$ cat src/rtl/rf_pkg.sv
package rf_pkg;
  // strobes from control to datapath, already qualified by reset and collision
  typedef struct packed {
    logic wrA;
    logic wrB;
    logic rdA;
    logic rdB;
    logic clr;
  } rfStrobes_t;
endpackage

$ cat src/rtl/rf_ctrl.sv
module rf_ctrl
  import rf_pkg::*;
#(
  parameter int ADDR_W  = 5,
  parameter int NUM_RST = 3
) (
  input  logic              clk,
  input  logic              rst,
  input  logic              aEn,
  input  logic              aWe,
  input  logic [ADDR_W-1:0] aAddr,
  input  logic              bEn,
  input  logic              bWe,
  input  logic [ADDR_W-1:0] bAddr,
  output rfStrobes_t        strb,
  output logic              subA,
  output logic              subB
);

  logic [NUM_RST-1:0] written;
  logic [NUM_RST-1:0] hitA;
  logic [NUM_RST-1:0] hitB;
  logic               sameAddr;

  // address decode for the flagged region only
  for (genvar i = 0; i < NUM_RST; i++) begin : g_hit
    assign hitA[i] = (aAddr == ADDR_W'(i));
    assign hitB[i] = (bAddr == ADDR_W'(i));
  end

  assign sameAddr = (aAddr == bAddr);

  always_comb begin
    strb.clr = rst;
    strb.rdA = !rst && aEn;
    strb.rdB = !rst && bEn;
    strb.wrA = !rst && aEn && aWe;
    // port A wins a same-address collision
    strb.wrB = !rst && bEn && bWe && !(aEn && aWe && sameAddr);
  end

  always_ff @(posedge clk) begin
    if (rst) begin
      written <= '0;
    end else begin
      written <= written
               | (hitA & {NUM_RST{strb.wrA}})
               | (hitB & {NUM_RST{strb.wrB}});
    end
  end

  // substitution bit registered with the RAM read, using the pre-write flag
  always_ff @(posedge clk) begin
    if (rst) begin
      subA <= 1'b0;
      subB <= 1'b0;
    end else begin
      if (strb.rdA) subA <= |(hitA & ~written);
      if (strb.rdB) subB <= |(hitB & ~written);
    end
  end

  assert_flags_clear_R3: assert property (@(posedge clk) disable iff (rst)
    $fell(rst) |-> (written == '0));

  for (genvar i = 0; i < NUM_RST; i++) begin : g_chk
    assert_flag_set_R4: assert property (@(posedge clk) disable iff (rst)
      ((strb.wrA && hitA[i]) || (strb.wrB && hitB[i])) |=> written[i]);
    assert_flag_sticky_R4: assert property (@(posedge clk) disable iff (rst)
      written[i] |=> written[i]);
  end

endmodule

$ cat src/rtl/rf_data.sv
module rf_data
  import rf_pkg::*;
#(
  parameter int DATA_W  = 32,
  parameter int ADDR_W  = 5,
  parameter int NUM_RST = 3,
  parameter logic [NUM_RST*DATA_W-1:0] RESET_VALUES = '0
) (
  input  logic              clk,
  input  rfStrobes_t        strb,
  input  logic [ADDR_W-1:0] aAddr,
  input  logic [DATA_W-1:0] aWdata,
  input  logic [ADDR_W-1:0] bAddr,
  input  logic [DATA_W-1:0] bWdata,
  input  logic              subA,
  input  logic              subB,
  output logic [DATA_W-1:0] aRdata,
  output logic [DATA_W-1:0] bRdata
);

  localparam int DEPTH = 1 << ADDR_W;

  logic [DATA_W-1:0] mem [DEPTH];
  logic [DATA_W-1:0] memQA;
  logic [DATA_W-1:0] memQB;
  logic [ADDR_W-1:0] addrQA;
  logic [ADDR_W-1:0] addrQB;
  logic [DATA_W-1:0] rstValA;
  logic [DATA_W-1:0] rstValB;

  // storage: no reset on the array
  always_ff @(posedge clk) begin
    if (strb.wrB) mem[bAddr] <= bWdata;
    if (strb.wrA) mem[aAddr] <= aWdata;
  end

  // read-first output registers
  always_ff @(posedge clk) begin
    if (strb.clr) begin
      memQA  <= '0;
      memQB  <= '0;
      addrQA <= '0;
      addrQB <= '0;
    end else begin
      if (strb.rdA) begin
        memQA  <= mem[aAddr];
        addrQA <= aAddr;
      end
      if (strb.rdB) begin
        memQB  <= mem[bAddr];
        addrQB <= bAddr;
      end
    end
  end

  always_comb begin
    rstValA = '0;
    rstValB = '0;
    for (int i = 0; i < NUM_RST; i++) begin
      if (addrQA == ADDR_W'(i)) rstValA = RESET_VALUES[i*DATA_W +: DATA_W];
      if (addrQB == ADDR_W'(i)) rstValB = RESET_VALUES[i*DATA_W +: DATA_W];
    end
  end

  assign aRdata = subA ? rstValA : memQA;
  assign bRdata = subB ? rstValB : memQB;

  assert_a_wins_R7: assert property (@(posedge clk) disable iff (strb.clr)
    strb.wrA |=> (mem[$past(aAddr)] == $past(aWdata)));

  assert_no_write_in_rst_R8: assert property (@(posedge clk)
    strb.clr |-> !(strb.wrA || strb.wrB));

  assert_zero_out_R8: assert property (@(posedge clk) disable iff (strb.clr)
    $fell(strb.clr) |-> (aRdata == '0 && bRdata == '0));

endmodule

$ cat src/rtl/regfile_rstflag.sv
module regfile_rstflag
  import rf_pkg::*;
#(
  parameter int DATA_W  = 32,
  parameter int ADDR_W  = 5,
  parameter int NUM_RST = 3,
  parameter logic [NUM_RST*DATA_W-1:0] RESET_VALUES =
    {32'h0000_00A5, 32'h8000_0000, 32'hFFFF_0001}
) (
  input  logic              clk,
  input  logic              rst,
  input  logic              aEn,
  input  logic              aWe,
  input  logic [ADDR_W-1:0] aAddr,
  input  logic [DATA_W-1:0] aWdata,
  output logic [DATA_W-1:0] aRdata,
  input  logic              bEn,
  input  logic              bWe,
  input  logic [ADDR_W-1:0] bAddr,
  input  logic [DATA_W-1:0] bWdata,
  output logic [DATA_W-1:0] bRdata
);

  rfStrobes_t strb;
  logic       subA;
  logic       subB;

  rf_ctrl #(
    .ADDR_W (ADDR_W),
    .NUM_RST(NUM_RST)
  ) ctrl_i (
    .clk  (clk),
    .rst  (rst),
    .aEn  (aEn),
    .aWe  (aWe),
    .aAddr(aAddr),
    .bEn  (bEn),
    .bWe  (bWe),
    .bAddr(bAddr),
    .strb (strb),
    .subA (subA),
    .subB (subB)
  );

  rf_data #(
    .DATA_W      (DATA_W),
    .ADDR_W      (ADDR_W),
    .NUM_RST     (NUM_RST),
    .RESET_VALUES(RESET_VALUES)
  ) data_i (
    .clk   (clk),
    .strb  (strb),
    .aAddr (aAddr),
    .aWdata(aWdata),
    .bAddr (bAddr),
    .bWdata(bWdata),
    .subA  (subA),
    .subB  (subB),
    .aRdata(aRdata),
    .bRdata(bRdata)
  );

endmodule

$ cat config.mk
export PLATFORM = sky130hd
export DESIGN_NAME = regfile_rstflag
export DESIGN_NICKNAME = d
export VERILOG_FILES = /design/src/rtl/rf_pkg.sv /design/src/rtl/rf_ctrl.sv /design/src/rtl/rf_data.sv /design/src/rtl/regfile_rstflag.sv
export SDC_FILE = /design/constraint.sdc
export NUM_CORES = 2
export LEC_CHECK = 0
export ABC_CLOCK_PERIOD_IN_PS = 5600
export BUFFER_PORTS_ARGS = -buffer_cell sky130_fd_sc_hd__buf_2
export CAP_MARGIN = 15
export CORE_MARGIN = 4
export CORE_UTILIZATION = 58
export DETAILED_ROUTE_END_ITERATION = 7
export PLACE_DENSITY = 0.82
export SLEW_MARGIN = 20
export SYNTH_ARGS = -nofsm -noshare
export SYNTH_HDL_FRONTEND = slang
export SYNTH_SLANG_ARGS = --single-unit
$ cat constraint.sdc
create_clock -name clk -period 5.6 [get_ports clk]
set_input_delay 0.56 -clock clk [delete_from_list [all_inputs] [get_ports clk]]
set_output_delay 0.56 -clock clk [all_outputs]
set_load 0.05 [all_outputs]
## After elaboration in Yosys (flattened, before gate mapping)

Memory sizes are Yosys's and may differ from the RTL's. A register that Yosys moved wholly into a read port is not among the register bits.
Index checks and enable logic that the tools add are counted.
Widths: inputs -> output; s select.

| storage, ports and cells | value |
|---|---|
| input bits | 80 |
| memories | 1 |
| word-level logic and storage cells | 49 |
| bits in writable memories | 1024 |
| output and inout port bits | 64 |
| register bits after elaboration | 15 |

Memory list:

| memory | words | width | read ports | clocked after memory_dff | wr ports | RTL line | RTL |
|---|---|---|---|---|---|---|---|
| data_i.mem | 32 | 32 | 2 | 2 | 2 | rf_data.sv:23 | `logic [DATA_W-1:0] mem [DEPTH];` |

| cells by class | value |
|---|---|
| equality and inequality tests | 9 |
| muxes and demuxes | 12 |
| reductions and logical operators | 15 |
| bitwise logic cells | 7 |

Operators with widths:

| cell | count |
|---|---|
| $mux 32 | 8 |
| $eq 5x1->1 const B | 4 |
| $eq 5x2->1 const B | 4 |
| $logic_not 5->1 | 4 |
| $and 3x3->3 | 4 |
| $logic_and 1x1->1 | 7 |
| $or 3x3->3 | 2 |
| $reduce_or 3->1 | 2 |
| $eq 5x5->1 | 1 |
| $mux 1 | 4 |
| $not 3->3 | 1 |
| $logic_not 1->1 | 2 |

## Longest topological paths before layout

| depth | value |
|---|---|
| depth in word-level cells | 6 |
| mapped depth | 10 |
| mapped depth without buffers | 5 |

## Modules after synthesis

Synthesis repeated with hierarchy kept, for this count alone.

| unflattened totals | value |
|---|---|
| cells, all modules | 4152 |
| area total of the unflattened synthesis | 63744.9 um^2 |

By module, submodules not included:

| module | cells each | sequential area each (um^2) | times used | area each (um^2) |
|---|---|---|---|---|
| rf_data | 4106 | 32230.9 | 1 | 63364.5 |
| rf_ctrl | 46 | 100.1 | 1 | 380.4 |

## Worst setup path after synthesis

OpenSTA, ideal clock, no wires.

| timing path | value |
|---|---|
| path type | in2reg |
| start | in bAddr[1] |
| end | mem data_i.mem[3][0], enable pin |
| slack | -86 ps |
| data required time | 5089 ps |
| buffers on the path | 5 |
| data arrival time | 5175 ps |
| stages | 7 |
| setup time | 511 ps |
| cells stage by stage | buf_2 buf_4 buf_2 buf_2 buf_2 nand3_1 o41ai_1 |

RTL lines:

| what | RTL line | RTL |
|---|---|---|
| start: declaration | regfile_rstflag.sv:19 | `input logic [ADDR_W-1:0] bAddr,` |
| end: declaration | rf_data.sv:23 |  |

==> flow_summary.toml <==
[timing]
finalCritPeriodShare_pct = 67.9
finalClockSkew_ps = 26.2
layout_setup_ws_ps = 1800
fin_setup_tns_ps = 0
worstMarginPinSlew_ps = 1270
rsz0062_at_grt = "false"
min_period_ps = 3800
slew_headroom_pct = 15.3
maxSlewViolCount = 0
setup_viol = 0
fmax_mhz = 263
timing_hold_violations_final = 0

[cts]
h-tree-depth = 3
cts_buffer_depth = 3
post_cts_buffers = 0
tritoncts = "built"
cts.clk_slew.worst_paths_ps = 60
cts_hold_buf = 0
cts_sinks = 1103
cts-root-buf = "clkbuf_16"
postCtsResizedCells = 0
clkLatencyLatePin_ps = 730
cts_made_buffers = 113

[power_and_ir_drop]
p_leak_uw = 0.0230
p_sw_share_pct = 24.9
fin_total_pwr_uw = 18900
internal_power_uw = 14200
ir_drop_uv = 243
seq_power_share_pct = 48.5
comb_power_share_pct = 11.1
p_sw_uw = 4700
pwr-share-clk_pct = 40.4
power-per-cell-area_nw_per_um2 = 274

[global_route]
grt.overflow.total = 0
antenna_found_initial = 12
grt_max_degree = 93
grt_pass1_vias = 43900
grt_usage_pct = 40.1
grt_pass1_wl_mm = 320

[synth]
yosysUniqueCellTypes = 64
syn_area_um2 = 62800
ys_seq_area_share_pct = 51.5
yosysWarnings = 0
synth_edf_count = 1024
synth_nets = 4259
synth_commonest_cells = "mux2_2 (1025), edfxtp_1 (1024), mux4_2 (361)"
synth_top_area_share_pct = 48.9
synth-async-reset-ratio_pct = 0
yosys-top-cells-area = "edfxtp_1 (49%), mux2_2 (18%), mux4_2 (13%)"
synthCells = 4179
ys_ff_latch = 1103
synth_ff_type = "edfxtp_1"
syn_avg_cell_area_um2 = 15.0
synth_top_area_cell = "edfxtp_1"
synth.most_common_cell = "mux2_2"

[critical_path]
max_stage_delay_ps = 870
worstPathMaxFanout = 40
slowest_stage = "nor2_4"
critical_path_arrival_ps = 4260
crit_family = "simple AND/OR/NAND/NOR gates"
cpMostUsedCell = "buf_4"
required_ps = 6060
crit_chain = "buf_4 -> and2b_1 -> buf_4 -> nand2_1 -> or3_1 -> nor2_4 -> buf_12 -> mux2_2"
critical_path_class = "in2reg"
path_buf_inv = 3
cp-start-kind = "input port"
critPathCaptureType = "flip-flop"

[routing]
wire_per_inst_um = 41.2
wl_mm = 231
drc = 20
drt-initial-drc-count = 8292
first_pass_iters = 8
post_drt_via_cell_ratio = 7.99
drtAntennaViolNets = 0
vias = 44700

[layout]
syn_to_final_growth_pct = 9.67
final_nets = 4155
layout-drive-gt1-share_pct = 46.7
instances_no_fill = 5593
fin_util_pct = 64.2

[placed_design]
numPlacedInstances = 5358
io_buffers = 143
gp_congestion = 0.967
hpwl_mm = 133
pre_cts_slack_ps = 1290

[run_status]
violations = "design-rule violations"
status = "finished with violations"

[die]
ios = 144
start_util_pct = 58.5
die_h_um = 337
fp.dieW_um = 337
core-area_um2 = 107000
rows = 120
die_area_um2 = 114000

[min_path]
min_path_type = "in2reg"

[run]
max_cap_violations = 0
## per-layer routing
layer	global-route usage, %	vias to the layer above	wire length, µm
met3	17.9	1134	41900
met4	26.6	8	18700
met1	50.6	22200	74200
met2	55.5	4616	95500
li1	-	16700	-
met5	2.30	-	271
## cells by family after synthesis
logic type	Yosys count	synth area share, %
buffers and inverters	558	3.82
flip-flops	1103	51.5
multiplexers	1705	36.4
AND/OR/NAND/NOR	297	2.55
AO/OA/AOI/OAI	511	5.68
XOR/XNOR	5	0.0697
## layout by cell type, fill, tap and decap left out, types with 7 or more instances in the layout
master | synthesis | layout
mux2_2 | 1025 | 1025
edfxtp_1 | 1024 | 1024
mux4_2 | 361 | 361
mux2i_1 | 311 | 311
buf_2 | 193 | 138
o22ai_1 | 147 | 135
buf_4 | 17 | 132
clkbuf_16 | 0 | 114
dfxtp_1 | 79 | 77
a22oi_1 | 73 | 73
nor2_1 | 70 | 59
a22o_1 | 57 | 57
nand2_1 | 62 | 44
o21ai_0 | 60 | 44
inv_1 | 41 | 41
nor4_1 | 37 | 37
nor2b_1 | 35 | 33
a21oi_1 | 28 | 28
o21bai_1 | 27 | 25
clkbuf_1 | 287 | 25
a211oi_1 | 24 | 24
clkinv_2 | 0 | 24
a31oi_1 | 23 | 23
or4_1 | 22 | 22
a221oi_1 | 22 | 22
a311oi_1 | 19 | 19
diode_2 | 0 | 18
clkbuf_8 | 0 | 17
nand2_2 | 0 | 16
o21ai_4 | 0 | 16
buf_12 | 0 | 16
nor2_4 | 0 | 15
clkinv_1 | 0 | 15
nand2b_1 | 15 | 14
o22ai_4 | 0 | 12
nand3_1 | 11 | 10
o221ai_1 | 9 | 9
mux2_1 | 8 | 8
bufinv_16 | 0 | 7
## power groups by stage
| stage | clock [µW] | combinational, µW | sequential [µW] |
|---|---|---|---|
| floorplan | 0 | 1440 | 9310 |
| global placement | 0 | 1970 | 9340 |
| detailed placement | 0 | 2010 | 9340 |
| CTS | 7610 | 2020 | 9170 |
| global route | 7940 | 2160 | 9170 |
| finish | 7630 | 2100 | 9170 |
## final cells by class
| class | instances | area, µm² |
|---|---|---|
| sequential | 1103 | 32300 |
| clock buffer | 156 | 3180 |
| antenna | 18 | 45.0 |
| fill | 7401 | 38500 |
| clock inverter | 56 | 489 |
| multi-input combinational | 2518 | 28700 |
| inverter | 42 | 158 |
| timing repair buffer | 297 | 2210 |
| tap | 1403 | 1760 |
## registers in the layout, summed over array words and instances (netlist names)
register	cells
data_i.memQA	32
data_i.mem	1024
ctrl_i.written	3
ctrl_i.subA	1
data_i.addrQB	5
ctrl_i.subB	1
data_i.memQB	32
data_i.addrQA	5
## metrics by stage
stage | hold slack (ps) | instance area [µm²]
after floorplan | 461 | 62800
after global placement | 481 | 65000
after detailed placement | 485 | 65000
after CTS | 404 | 68700
after global routing | 494 | 68900
final | 468 | 68900
## path summary, 6_finish.rpt
check                                start                            end  slack (ps)  cells past startpoint
max reg2reg    data_i.mem[7][15]$_DFFE_PP_  data_i.memQA[15]$_SDFFE_PP0N_        3100                      4
max                                    rst   data_i.mem[28][29]$_DFFE_PP_        1800                      8
min                               aAddr[2]  data_i.addrQA[2]$_SDFFE_PP0N_         470                      3
min reg2reg  data_i.memQA[31]$_SDFFE_PP0N_  data_i.memQA[31]$_SDFFE_PP0N_         490                      2
## worst reg2reg max path: cells and delay by family (launching register included)
family / cells / cell delay (ps)
AO/OA/AOI/OAI: 3 / 1420
flip-flops: 1 / 410
multiplexers: 1 / 520
No activity file was read; power rests on OpenSTA's default activity.
